<file path="src/rtl/hs8_pkg.sv">
package hs8_pkg;
  localparam int BYTE_W = 8;
  localparam int HOST_W = 16;

  typedef enum logic {
    DIR_TO_HOST   = 1'b0,
    DIR_FROM_HOST = 1'b1
  } xfer_dir_e;
endpackage

</file>
<file path="src/rtl/hs8_stat_fifo.sv">
module hs8_stat_fifo #(
  parameter int DEPTH = 4,
  parameter int W     = 8
) (
  input  logic         clk,
  input  logic         rst_n,
  input  logic         push_valid,
  output logic         push_ready,
  input  logic [W-1:0] push_data,
  input  logic         pop,
  output logic [W-1:0] head,
  output logic         nonempty
);
  localparam int AW    = (DEPTH > 1) ? $clog2(DEPTH) : 1;
  localparam int LVL_W = AW + 1;

  logic [W-1:0]     mem [DEPTH];
  logic [AW-1:0]    wptr, rptr;
  logic [LVL_W-1:0] level;
  logic             do_push, do_pop;

  function automatic logic [AW-1:0] bump(input logic [AW-1:0] p);
    return (p == AW'(DEPTH - 1)) ? '0 : p + AW'(1);
  endfunction

  assign push_ready = (level != LVL_W'(DEPTH));
  assign nonempty   = (level != '0);
  assign do_push    = push_valid & push_ready;
  assign do_pop     = pop & nonempty;
  assign head       = mem[rptr];

  always_ff @(posedge clk) begin
    if (do_push) mem[wptr] <= push_data;
  end

  always_ff @(posedge clk) begin
    if (!rst_n) begin
      wptr  <= '0;
      rptr  <= '0;
      level <= '0;
    end else begin
      if (do_push) wptr <= bump(wptr);
      if (do_pop)  rptr <= bump(rptr);
      case ({do_push, do_pop})
        2'b10:   level <= level + LVL_W'(1);
        2'b01:   level <= level - LVL_W'(1);
        default: level <= level;
      endcase
    end
  end
endmodule

</file>
<file path="src/rtl/hs8_xfer_count.sv">
module hs8_xfer_count
  import hs8_pkg::*;
#(
  parameter int CW = 16
) (
  input  logic          clk,
  input  logic          rst_n,
  input  logic          load,
  input  logic [CW-1:0] value,
  input  xfer_dir_e     dir_in,
  input  logic          dec,
  output xfer_dir_e     dir,
  output logic          nonzero,
  output logic          is_one
);
  logic [CW-1:0] count;

  assign nonzero = (count != '0);
  assign is_one  = (count == CW'(1));

  always_ff @(posedge clk) begin
    if (!rst_n) begin
      count <= '0;
      dir   <= DIR_TO_HOST;
    end else if (load) begin
      count <= value;
      dir   <= dir_in;
    end else if (dec && nonzero) begin
      count <= count - CW'(1);
    end
  end
endmodule

</file>
<file path="src/rtl/hs8_data_stage.sv">
module hs8_data_stage
  import hs8_pkg::*;
(
  input  logic              clk,
  input  logic              rst_n,
  input  logic              flush,
  input  xfer_dir_e         dir,
  input  logic              cnt_nz,
  input  logic              rd_valid,
  output logic              rd_ready,
  input  logic [BYTE_W-1:0] rd_data,
  input  logic              host_take,
  output logic              rd_full,
  output logic [BYTE_W-1:0] rd_byte,
  input  logic              host_put,
  input  logic [BYTE_W-1:0] put_byte,
  output logic              wd_valid,
  input  logic              wd_ready,
  output logic [BYTE_W-1:0] wd_data
);
  logic wr_full;

  assign rd_ready = ~rd_full & cnt_nz & (dir == DIR_TO_HOST) & ~flush;
  assign wd_valid = wr_full;

  always_ff @(posedge clk) begin
    if (!rst_n) begin
      rd_full <= 1'b0;
      rd_byte <= '0;
    end else if (flush || host_take) begin
      rd_full <= 1'b0;
    end else if (rd_valid && rd_ready) begin
      rd_full <= 1'b1;
      rd_byte <= rd_data;
    end
  end

  always_ff @(posedge clk) begin
    if (!rst_n) begin
      wr_full <= 1'b0;
      wd_data <= '0;
    end else if (host_put) begin
      wr_full <= 1'b1;
      wd_data <= put_byte;
    end else if (wr_full && wd_ready) begin
      wr_full <= 1'b0;
    end
  end
endmodule

</file>
<file path="src/rtl/hs8_host_port.sv">
module hs8_host_port
  import hs8_pkg::*;
#(
  parameter int CW    = 16,
  parameter int SDEPTH = 4
) (
  input  logic          clk,
  input  logic          rst_n,
  input  logic          host_rd,
  input  logic          host_wr,
  input  logic          host_cmd,
  input  logic          host_pio,
  input  logic [15:0]   host_wdata,
  output logic [15:0]   host_rdata,
  output logic          stat_en_n,
  output logic          data_en_n,
  output logic          eot_n,
  output logic          wait_drq,
  output logic          cmd_stb,
  output logic [7:0]    cmd_byte,
  input  logic          st_valid,
  output logic          st_ready,
  input  logic [7:0]    st_data,
  input  logic          cnt_load,
  input  logic          cnt_dir,
  input  logic [CW-1:0] cnt_value,
  input  logic          rd_valid,
  output logic          rd_ready,
  input  logic [7:0]    rd_data,
  output logic          wd_valid,
  input  logic          wd_ready,
  output logic [7:0]    wd_data
);
  xfer_dir_e         dir;
  logic              cnt_nz, cnt_one;
  logic              rd_full;
  logic [BYTE_W-1:0] rd_byte, st_head;
  logic              st_nonempty;
  logic              stat_rd_ok, data_rd_ok, data_wr_ok, cmd_wr_ok;
  logic              any_ok, pending, byte_can_move, data_done;
  logic              unused_hi;

  assign unused_hi = ^host_wdata[HOST_W-1:BYTE_W];

  assign byte_can_move = cnt_nz & ((dir == DIR_TO_HOST) ? rd_full : ~wd_valid);
  assign stat_rd_ok = host_rd & host_cmd & st_nonempty;
  assign cmd_wr_ok  = host_wr & host_cmd;
  assign data_rd_ok = host_rd & ~host_cmd & (dir == DIR_TO_HOST) & byte_can_move & ~cnt_load;
  assign data_wr_ok = host_wr & ~host_cmd & (dir == DIR_FROM_HOST) & byte_can_move & ~cnt_load;
  assign data_done  = data_rd_ok | data_wr_ok;
  assign any_ok     = stat_rd_ok | cmd_wr_ok | data_done;
  assign pending    = host_rd | host_wr;

  assign stat_en_n  = ~st_nonempty;
  assign data_en_n  = ~byte_can_move;
  assign eot_n      = ~(data_done & cnt_one);
  assign wait_drq   = host_pio ? ~(pending & ~any_ok) : byte_can_move;
  assign host_rdata = {{(HOST_W-BYTE_W){1'b0}}, host_cmd ? st_head : rd_byte};

  hs8_stat_fifo #(.DEPTH(SDEPTH), .W(BYTE_W)) u_stat (
    .clk        (clk),
    .rst_n      (rst_n),
    .push_valid (st_valid),
    .push_ready (st_ready),
    .push_data  (st_data),
    .pop        (stat_rd_ok),
    .head       (st_head),
    .nonempty   (st_nonempty)
  );

  hs8_xfer_count #(.CW(CW)) u_count (
    .clk     (clk),
    .rst_n   (rst_n),
    .load    (cnt_load),
    .value   (cnt_value),
    .dir_in  (xfer_dir_e'(cnt_dir)),
    .dec     (data_done),
    .dir     (dir),
    .nonzero (cnt_nz),
    .is_one  (cnt_one)
  );

  hs8_data_stage u_stage (
    .clk       (clk),
    .rst_n     (rst_n),
    .flush     (cnt_load),
    .dir       (dir),
    .cnt_nz    (cnt_nz),
    .rd_valid  (rd_valid),
    .rd_ready  (rd_ready),
    .rd_data   (rd_data),
    .host_take (data_rd_ok),
    .rd_full   (rd_full),
    .rd_byte   (rd_byte),
    .host_put  (data_wr_ok),
    .put_byte  (host_wdata[BYTE_W-1:0]),
    .wd_valid  (wd_valid),
    .wd_ready  (wd_ready),
    .wd_data   (wd_data)
  );

  always_ff @(posedge clk) begin
    if (!rst_n) begin
      cmd_stb  <= 1'b0;
      cmd_byte <= '0;
    end else begin
      cmd_stb <= cmd_wr_ok;
      if (cmd_wr_ok) cmd_byte <= host_wdata[BYTE_W-1:0];
    end
  end
endmodule

</file>
<file path="config.mk">
export PLATFORM = sky130hd
export DESIGN_NAME = hs8_host_port
export DESIGN_NICKNAME = d
export VERILOG_FILES = /design/src/rtl/hs8_pkg.sv /design/src/rtl/hs8_stat_fifo.sv /design/src/rtl/hs8_xfer_count.sv /design/src/rtl/hs8_data_stage.sv /design/src/rtl/hs8_host_port.sv
export SDC_FILE = /design/constraint.sdc
export NUM_CORES = 1
export LEC_CHECK = 0
export CORE_UTILIZATION = 40
export CTS_CLUSTER_DIAMETER = 200
export DETAILED_ROUTE_END_ITERATION = 8
export GPL_ROUTABILITY_DRIVEN = 0
export GPL_TIMING_DRIVEN = 0
export PLACE_DENSITY = 0.7
export SLEW_MARGIN = 20
export SYNTH_ARGS = -nofsm -noshare
export SYNTH_HDL_FRONTEND = slang
export SYNTH_SLANG_ARGS = --single-unit
</file>
<file path="constraint.sdc">
create_clock -name clk -period 2.5 [get_ports clk]
set_input_delay 0.375 -clock clk [delete_from_list [all_inputs] [get_ports clk]]
set_output_delay 0.375 -clock clk [all_outputs]
set_load 0.05 [all_outputs]
</file>
### After elaboration in Yosys (flattened, before gate mapping)

Memories as Yosys holds them, arrays and structs flattened. A register that Yosys moved wholly into a read port is not among the register bits.
Cells that the tools add are included.

| cells by class | value |
|---|---|
| $add $sub $neg | 5 |
| equal/unequal tests | 6 |
| mux-type cells | 14 |
| bitwise operators | 35 |
| reductions and logical operators | 11 |

Operator list:

| cell | count |
|---|---|
| 16-bit 2-to-1 mux | 2 |
| 1-bit AND | 19 |
| 16-bit by 1-bit equality test with 1-bit output, second input constant | 1 |
| 16-bit nonzero test | 1 |
| 16-bit by 1-bit subtractor with 16-bit output, second input constant | 1 |
| 1-bit NOT | 12 |
| 2-bit 2-to-1 mux | 4 |
| 8-bit 2-to-1 mux | 1 |
| 2-bit equality test, second input constant | 3 |
| 1-bit 2-to-1 mux | 6 |
| 3-bit case mux with 2 select lines | 1 |
| 2-bit nonzero test | 3 |
| 2-bit by 1-bit adder with 2-bit output, second input constant | 2 |
| 1-bit OR | 4 |
| 3-bit by 1-bit adder with 3-bit output, second input constant | 1 |
| 1-bit logical AND | 3 |
| 3-bit inequality test, second input constant | 1 |
| 3-bit nonzero test | 1 |
| 3-bit by 1-bit subtractor with 3-bit output, second input constant | 1 |
| 2-bit by 1-bit equality test with 1-bit output, second input constant | 1 |
| 2-bit AND reduction | 1 |
| 2-bit OR reduction | 1 |
| 1-bit logical OR | 1 |

| storage, ports and cells | value |
|---|---|
| bits in registers | 51 |
| RAM bits | 32 |
| input port bits | 59 |
| output and inout port bits | 40 |
| logic and storage cells | 83 |
| memories | 1 |

Memories:

| name | depth | bits a word | rd ports | clocked after Yosys merged registers in | wr ports | RTL line | text |
|---|---|---|---|---|---|---|---|
| u_stat.mem | 4 | 8 | 1 | 1 | 1 | hs8_stat_fifo.sv:17 | `logic [W-1:0] mem [DEPTH];` |

### Depth between registers and ports, before layout

Gate-level depths: netlist of run 1.

| depth | value |
|---|---|
| depth in word-level cells | 11 |
| mapped depth | 9 |
| mapped depth without buffers | 9 |

### Hierarchy

From an unflattened synthesis of run 1, not the netlist that was laid out.

| second synthesis, totals | value |
|---|---|
| cells, all modules | 365 |
| area, all modules | 4023.9 sq um |

By module, submodules not included:

| module | instances | cells each | area each (sq um) | seq. area each (sq um) |
|---|---|---|---|---|
| hs8_stat_fifo | 1 | 98 | 1654.1 | 1141.1 |
| hs8_xfer_count | 1 | 126 | 1036.0 | 340.3 |
| hs8_data_stage | 1 | 69 | 720.7 | 360.3 |
| hs8_host_port | 1 | 72 | 613.1 | 180.2 |

### Worst setup path after synthesis of run 1

Ideal clock, no wire load.

| timing path | value |
|---|---|
| kind | register -> register |
| start | register u_stat.level[0] |
| end | register u_stat.level[2] |
| library setup time | 0.070 ns |
| data arrival time | 2.697 ns |
| required time | 2.430 ns |
| setup slack | -0.267 ns |
| stages on the path, launching flop included | 10 |
| buffers on the path | 0 |
| clock period less this slack | 2.767 ns |
| path through | dfxtp_1 -> nor3_1 -> nand3b_1 -> inv_1 -> ha_1 -> inv_1 -> fa_1 -> xor2_1 -> or3_1 -> a21oi_1 |

| on the way | value |
|---|---|
| longest elaborated chain between the ends | 5 |

Ends and longest elaborated chain:

| what | RTL line | text |
|---|---|---|
| start, declared | hs8_stat_fifo.sv:19 | `logic [LVL_W-1:0] level;` |
| start signal, assigned | hs8_stat_fifo.sv:45 | `2'b10: level <= level + LVL_W'(1);` |
| start signal, assigned | hs8_stat_fifo.sv:46 | `2'b01: level <= level - LVL_W'(1);` |
| start signal, assigned | hs8_stat_fifo.sv:47 | `default: level <= level;` |
| 3-bit nonzero test (*) | hs8_stat_fifo.sv:27 | `assign nonempty = (level != '0);` |
| 1-bit AND | hs8_host_port.sv:46 | `assign stat_rd_ok = host_rd & host_cmd & st_nonempty;` |
| 1-bit AND (*) | hs8_stat_fifo.sv:29 | `assign do_pop = pop & nonempty;` |
| via u_stat.do_pop | hs8_stat_fifo.sv:20 | `logic do_push, do_pop;` |
| 2-bit by 1-bit equality test with 1-bit output or 2-bit equality test (tied branches) | hs8_stat_fifo.sv:44 | `case ({do_push, do_pop})` |
| 3-bit case mux with 2 select lines or 2-bit nonzero test (tied branches) | n/a |  |

The timed path passes the listed nets; every way through them passes the cells marked *.
A chain may end at the register's enable or synchronous reset.

==> results of run 1 <==
==> worst max-delay path by stage <==
stage | from | to | slack [ns] | cells past startpoint
after global placement | host_cmd | host_rdata[6] | -0.94 | 5
after floorplan | u_stat.level[2] | u_stat.level[2] | 0.02 | 9
after global routing | register | host_rdata[4] | 0.01 | 3
after detailed placement | host_cmd | host_rdata[6] | -0.95 | 5
after CTS | u_count.count[0] | rd_ready | -0.004 | 7
final | register | host_rdata[3] | 0.08 | 3
==> cell type report <==
class	count	area [sq um]
fillers	853	4398
clock inverters	4	77.57
repair buffers	87	844.6
plain buffers	27	168.9
flip-flops and latches	85	2029
multi-input cells	269	1976
clock buffers	12	166.4
inverters	10	37.54
well taps	133	166.4
==> worst reg2reg max path: stages, from the launching register on <==
cell	delay, ns
dfxtp_2	0.36
inv_2	0.09
ha_4	0.14
or3b_2	0.50
nor4_4	0.60
nor4_1	0.13
o311a_1	0.35
==> routing by layer <==
layer  part of all wire [%]  global-route usage (%)  wire length [um]
met2                     49                   35.95              5223
met3                    6.2                   4.814               668
met5                      0                       0                 0
met1                     43                   26.15              4635
met4                    1.9                   6.609               199
==> placed cells by master, fill, tap and decap left out, types with 4 or more instances in the layout <==
| master | instances |
|---|---|
| o21ai_0 | 16 |
| a21oi_2 | 4 |
| mux2_2 | 9 |
| or4_1 | 4 |
| nand2_1 | 34 |
| edfxtp_1 | 32 |
| buf_4 | 15 |
| clkdlybuf4s50_1 | 67 |
| inv_1 | 7 |
| nor2_1 | 15 |
| conb_1 | 8 |
| or3_1 | 4 |
| buf_6 | 5 |
| o31ai_1 | 14 |
| a31oi_1 | 7 |
| and3_1 | 7 |
| nand3_1 | 16 |
| mux2i_1 | 11 |
| a21oi_1 | 24 |
| mux4_2 | 8 |
| clkbuf_8 | 10 |
| dfxtp_1 | 49 |
| ha_1 | 8 |
| nor4_1 | 7 |
| dlygate4sd2_1 | 7 |
| clkbuf_1 | 14 |
| nand4_1 | 14 |
==> sequential cells by signal (all words and copies together) (netlist names), named ones only <==
| signal | cells |
|---|---|
| u_stage.wd_valid | 1 |
| cmd_stb | 1 |
| u_stage.wd_data | 8 |
| u_stage.rd_full | 1 |
| u_count.count | 16 |
| u_stat.mem | 32 |
| u_stat.level | 3 |
| u_stat.rptr | 2 |
| cmd_byte | 8 |
| u_count.dir | 1 |
| u_stage.rd_byte | 8 |
| u_stat.wptr | 2 |
==> logic make-up (layout without fill, tap and decap cells) <==
| kind of cell | after synthesis | in the layout | share of synthesized area (%) |
|---|---|---|---|
| XOR/XNOR | 2 | 2 | 0.4283 |
| buffers and inverters | 40 | 140 | 4.772 |
| adder cells (fa/ha/maj) | 10 | 10 | 3.243 |
| flip-flops | 85 | 85 | 49.43 |
| AO/OA/AOI/OAI | 84 | 84 | 12.76 |
| AND/OR/NAND/NOR | 137 | 137 | 19.70 |
| multiplexers | 28 | 28 | 9.575 |
| other | 1 | 8 | 0.09168 |
==> through the flow <==
stage	hold slack, ns	instances	util (%)	cell area [sq um]	power (uW)
after detailed placement	0.4488	608	51.74	5104	2397
after floorplan	0.4458	394	-	4126	2120
after CTS	0.4651	624	54.81	5406	3556
after global routing	0.4815	627	55.42	5466	3687
final	0.4659	627	55.42	5466	3554
after global placement	0.4428	608	51.74	5104	2376
==> power by group through the flow <==
stage,Clock (uW),Combinational [uW],Sequential (uW)
final,1160,783,1610
after detailed placement,0,780,1620
after global placement,0,764,1610
after CTS,1180,774,1600
after floorplan,0,493,1630
after global routing,1220,842,1620
==> what timing repair did <==
item,in CTS,in global routing
endpoints found under the setup margin,12,7
resized for setup,53,15
cloned,0,0
buffers inserted,2,4
pin swaps,2,2
==> run metrics, run 1 <==
outcome completed; reg2reg setup slack 0.24 ns; synthesized area 4090 sq um; TNS Setup 0 ns; P_leak 0.001957 uW; WP data arrival 2.04 ns; Hold Path Class reg -> reg; Detailed Place HPWL 7719 um; full die area 10630 sq um; Final min period 2.416 ns; ys async rst share 0%; largest net degree at the start of global routing 16; Clock Tree Buf Depth 2; Slew headroom 54.89%; synth top area cells dfxtp_1, edfxtp_1, mux4_2, a21oi_1, nand2_1; max frequency 413.9 MHz; Setup Viol. Count Final 0; Max FO, Critical Path 8; sequential power share 45.2%; Hold Path Sink u_stage.wd_data[4]; Cells after Synth 387; crit path buf inv count 1; num rows 36; # Max-Cap Violations 0; vias in the first global route 3310; Final WS setup 0.08386 ns; routed wire length 10730 um; CTS tree yes; CTS sink count 85; first-pass GRT wire length 16720 um; H-tree Lvls 3; Diodes inserted 0; WP data required 2.12 ns; hold buffer count at cts 0; Worst path slowest cell mux4_2; CORE AREA 9864 sq um; worst hold start u_stage.wd_data[4]; RSZ-0062 raised after global routing false; Reg2Reg Depth 6; total congestion overflow 0; Area Overhead vs Synth 33.65%; reg-to-reg endpoint u_count.count[8]; Reg2Reg Launch Point u_count.count[0]; Syn Area/Cell 10.57 sq um; DR iter-0 viols 147; Post-synth EDFFs 32; CTS clk-pin slew, worst paths 0.09 ns; #FFs+latches synth 85; Hold Path Depth 2; Top Family by Delay on Critical Path multiplexers; internal power consumption 2508 uW; Inserted Clock Buffers 9; Sw Ratio 29.44%; via-per-instance ratio 5.573; Slew @ Worst Pin 0.6716 ns; nets@finish 558; crit path capture type output port; Total GRT Usage 20.94%; sequential fraction of the synthesis area 49.43%; Buffers on Ports 81; clk_lat worst skew 0.36 ns; top cells by count, synth dfxtp_1, nand2_1, edfxtp_1; Yosys top cell area share 25.94%; Residual DRC 0; commonest register cell after synthesis dfxtp_1; DP Worst Slack -0.9492 ns; Peak VDD IR 449.0 uV; share of cells above drive strength 1 18.02%; clock root buffer clkbuf_8; Vias 3494; initial antenna violation count 0; Max Slew Vio Count 0; startpoint types register; post-detailed-route count of antenna-violating nets 0; crit-path cells mux4_2, mux2_2, dlygate4sd2_1; Crit path largest cell delay 0.53 ns; Clock power frac 32.7%; top cell type by total area after synthesis dfxtp_1; Setup CP Type reg -> out; power per cell area 650.2 nW/um^2; Fin. Hold Viols 0; io pins 99; clock skew 0.01904 ns; top-count cell post-synth dfxtp_1; Ys Warns 0; Die Y 103.1 um; synth unique cells 60; switching power total 1046 uW; combinational power share 22.0%; Initial Util 41.46%; fin crit share 96.65%; Avg WL per Cell 17.11 um; DR pass1 iterations 5; Die X 103.1 um
Power figures use the tool's default switching activity.
==> run 2: changes to the inputs <==
--- a/config.mk
+++ b/config.mk
@@ -14,4 +14,5 @@
 export SLEW_MARGIN = 20
 export SYNTH_ARGS = -nofsm -noshare
 export SYNTH_HDL_FRONTEND = slang
+export SYNTH_HIERARCHICAL = 1
 export SYNTH_SLANG_ARGS = --single-unit
==> run 2 against run 1 <==
Effect of this change: the flow now finishes with violations (negative setup slack); non-clock buffer count up 20; global-route usage is 2.0 points lower; setup slack lost 0.72 ns; clock power rose by 4%; power down 3.4%; first-iteration DRC count fell by 44%; utilization up 2.7 points; die area down 1.6%; critical path type is now reg -> reg; critical endpoint is now u_count/count[8]; largest cell class unchanged.
==> run metrics, run 2 <==
DP Area 5087 sq um (was 5104 sq um); P_leak 0.002119 uW (was 0.001957 uW); Hold Path Class reg -> reg (unchanged); share of cells above drive strength 1 27.38% (was 18.02%); largest family of logic cells by synthesized area simple AND/OR/NAND/NOR gates (unchanged); Post-Synth XOR/XNOR Area 0.4353% (was 0.4283%); # Max-Cap Violations 0 (unchanged); Avg WL per Cell 15.56 um (was 17.11 um); WP data arrival 3.41 ns (was 2.04 ns); Max FO, Critical Path 5 (was 8); max frequency 318.4 MHz (was 413.9 MHz); Yosys top cell area share 26.37% (was 25.94%); post-detailed-route count of antenna-violating nets 0 (unchanged); CORE AREA 9774 sq um (was 9864 sq um); Residual DRC 0 (unchanged); CTS clk-pin slew, worst paths 0.09 ns (about the same); max reg flops 32 (unchanged); Vias 3179 (was 3494); commonest non-fill, non-tap cell in the layout clkdlybuf4s50_1 (unchanged); post-synthesis mux area share 11.69% (was 9.575%); Setup CP Type reg -> reg (was reg -> out); DR iter-0 viols 82 (was 147); WP data required 2.77 ns (was 2.12 ns); Finished Cell Area 5683 sq um (was 5466 sq um); routed wire length 9742 um (was 10730 um); H-tree Lvls 3 (unchanged); full die area 10460 sq um (was 10630 sq um); Reg with most FFs u_stat/mem (was u_stat.mem); Slew @ Worst Pin 0.5448 ns (was 0.6716 ns); failing checks negative setup slack; Ys Warns 6 (was 0); Post-synth EDFFs 32 (unchanged); complex-gate fraction of the synthesized area 10.51% (was 12.76%); Max Slew Vio Count 0 (unchanged); fin crit share 125.6% (was 96.65%); num rows 36 (unchanged); Area Overhead vs Synth 41.23% (was 33.65%); Total GRT Usage 18.92% (was 20.94%); RSZ-0062 raised after global routing true (was false); Slew headroom 63.68% (was 54.89%); CTS tree yes (unchanged); top flop regs u_stat/mem x32, u_count/count x16 (was u_stat.mem x32, u_count.count x16); outcome complete, but fails checks (was completed); Diodes inserted 0 (unchanged); via-per-instance ratio 5.078 (was 5.573); clock root buffer clkbuf_8 (unchanged); clock skew 0.01011 ns (was 0.01904 ns); startpoint types register (unchanged); Initial Util 41.17% (was 41.46%); Fin. Hold Viols 0 (unchanged); CTS sink count 85 (unchanged); Die Y 102.3 um (was 103.1 um); most frequent cells in the layout clkdlybuf4s50_1, dfxtp_1, nand2_1 (unchanged); Buffers on Ports 82 (was 81); Synth Area in Simple Gates 18.72% (was 19.70%); io pins 99 (unchanged); initial antenna violation count 0 (unchanged); top cells by count, synth dfxtp_1, nand2_1, edfxtp_1 (unchanged); vias in the first global route 3142 (was 3310); Inserted Clock Buffers 9 (unchanged); Die X 102.3 um (was 103.1 um); total congestion overflow 0 (unchanged); clk_lat worst skew 0.37 ns (was 0.36 ns); synthesized area 4024 sq um (was 4090 sq um); Final WS setup -0.6405 ns (was 0.08386 ns); Final min period 3.140 ns (was 2.416 ns); Detailed Place HPWL 6408 um (was 7719 um); DP Worst Slack -1.162 ns (was -0.9492 ns); nets@finish 556 (was 558); Clock Tree Buf Depth 2 (unchanged); hold buffer count at cts 0 (unchanged); #FFs+latches synth 85 (unchanged); synth unique cells 63 (was 60); commonest register cell after synthesis dfxtp_1 (unchanged); top-count cell post-synth dfxtp_1 (unchanged); crit path capture type register (was output port); synth top area cells dfxtp_1, edfxtp_1, mux2i_1, mux4_2, nand2_1 (was dfxtp_1, edfxtp_1, mux4_2, a21oi_1, nand2_1); ys async rst share 0% (unchanged); power per cell area 604.3 nW/um^2 (was 650.2 nW/um^2); Post-Synth Adder-Cell Area 2.985% (was 3.243%); Cells after Synth 365 (was 387); sequential fraction of the synthesis area 50.25% (was 49.43%); largest net degree at the start of global routing 17 (was 16); Peak VDD IR 317.0 uV (was 449.0 uV); Syn Area/Cell 11.02 sq um (was 10.57 sq um); Setup Viol. Count Final 25 (was 0); top cell type by total area after synthesis dfxtp_1 (unchanged); DR pass1 iterations 5 (unchanged); first-pass GRT wire length 14840 um (was 16720 um)
## run 2: cell count changes in the layout (fill, tap and decap cells not counted), sizes merged, moves of 7 or more
cell / delta
o31ai: -7
a21oi: -25
nand4: -11
nor2b: +8
mux2i: +9
inv: +7
a21boi: +8
buf: +18
dlygate4sd2: -7
## run 2: where the power goes
group	total (uW)	switching [uW]	internal, uW
combinational	650	362	288
sequential	1570	59.0	1510
clock	1210	535	679
## run 2: cell families after synthesis
logic type / after synthesis
other: 1
muxes: 36
adders and majority gates: 9
and+or+nand+nor: 127
buffers and inverters: 43
DFF: 85
xor gates and xnor gates: 2
AOI/OAI and AO/OA: 62
## run 2: worst paths after layout
path | slack [ns] | to | start | cells past startpoint
hold reg to reg | 0.47 | u_stage/rd_byte[5] | u_stage/rd_byte[5] | 2
hold / removal | 0.47 | u_stage/rd_byte[5] | u_stage/rd_byte[5] | 2
setup / recovery | -0.64 | u_count/count[8] | u_count/count[1] | 13
setup reg to reg | -0.64 | u_count/count[8] | u_count/count[1] | 13
## run 2: metal layers
metal | global-route usage, % | vias up | part of all wire, %
li1 | - | 1567 | -
met1 | 22.39 | 1513 | 43
met2 | 32.27 | 79 | 51
met3 | 4.241 | 20 | 3.8
met4 | 9.670 | 0 | 2.1
met5 | 0 | - | 0
## run 2: stage by stage
step / total power [uW] / setup TNS [ns] / cells / hold slack [ns] / utilization [%]
floorplan: 1973 / -7.013 / 372 / 0.4322 / -
global placement: 2183 / -17.15 / 587 / 0.4468 / 52.05
detailed placement: 2198 / -19.61 / 587 / 0.4526 / 52.05
CTS: 3436 / -10.73 / 625 / 0.4718 / 57.45
global route: 3571 / -10.20 / 626 / 0.5035 / 58.14
finish: 3434 / -7.730 / 626 / 0.4682 / 58.14
## run 2: worst max-delay path: stages, from the launching register on
cell	delay, ns
dfxtp_2	0.35
inv_2	0.05
ha_4	0.16
nor4b_4	0.13
and4_4	0.20
inv_4	0.05
or3b_4	0.39
nor4b_4	0.25
buf_4	0.18
nand3b_1	0.11
or4_4	0.44
buf_6	0.15
o41a_1	0.30
o311a_1	0.28
## run 2: cell type report
type	instances	area, sq um
Buffer	26	170.2
Tap cell	133	166.4
Multi-Input combinational cell	244	1979
Timing Repair Buffer	108	1027
Clock inverter	7	127.6
Fill cell	820	4091
Clock buffer	9	123.9
Sequential cell	85	2033
Inverter	14	55.05
## run 2: repair_timing
| action | in CTS | in global routing |
|---|---|---|
| resized for setup | 67 | 36 |
| setup endpoints to repair | 48 | 41 |
| gates cloned | 1 | 1 |
| buffers inserted | 24 | 5 |
| pin swaps | 17 | 19 |
==> run 3: changes to the inputs <==
--- a/config.mk
+++ b/config.mk
@@ -6,7 +6,7 @@
 export NUM_CORES = 1
 export LEC_CHECK = 0
 export CORE_UTILIZATION = 40
-export CTS_CLUSTER_DIAMETER = 200
+export CTS_CLUSTER_DIAMETER = 100
 export DETAILED_ROUTE_END_ITERATION = 8
 export GPL_ROUTABILITY_DRIVEN = 0
 export GPL_TIMING_DRIVEN = 0
==> results of run 3 <==
No change in the layout: final DEF, timing and power equal those of run 2.
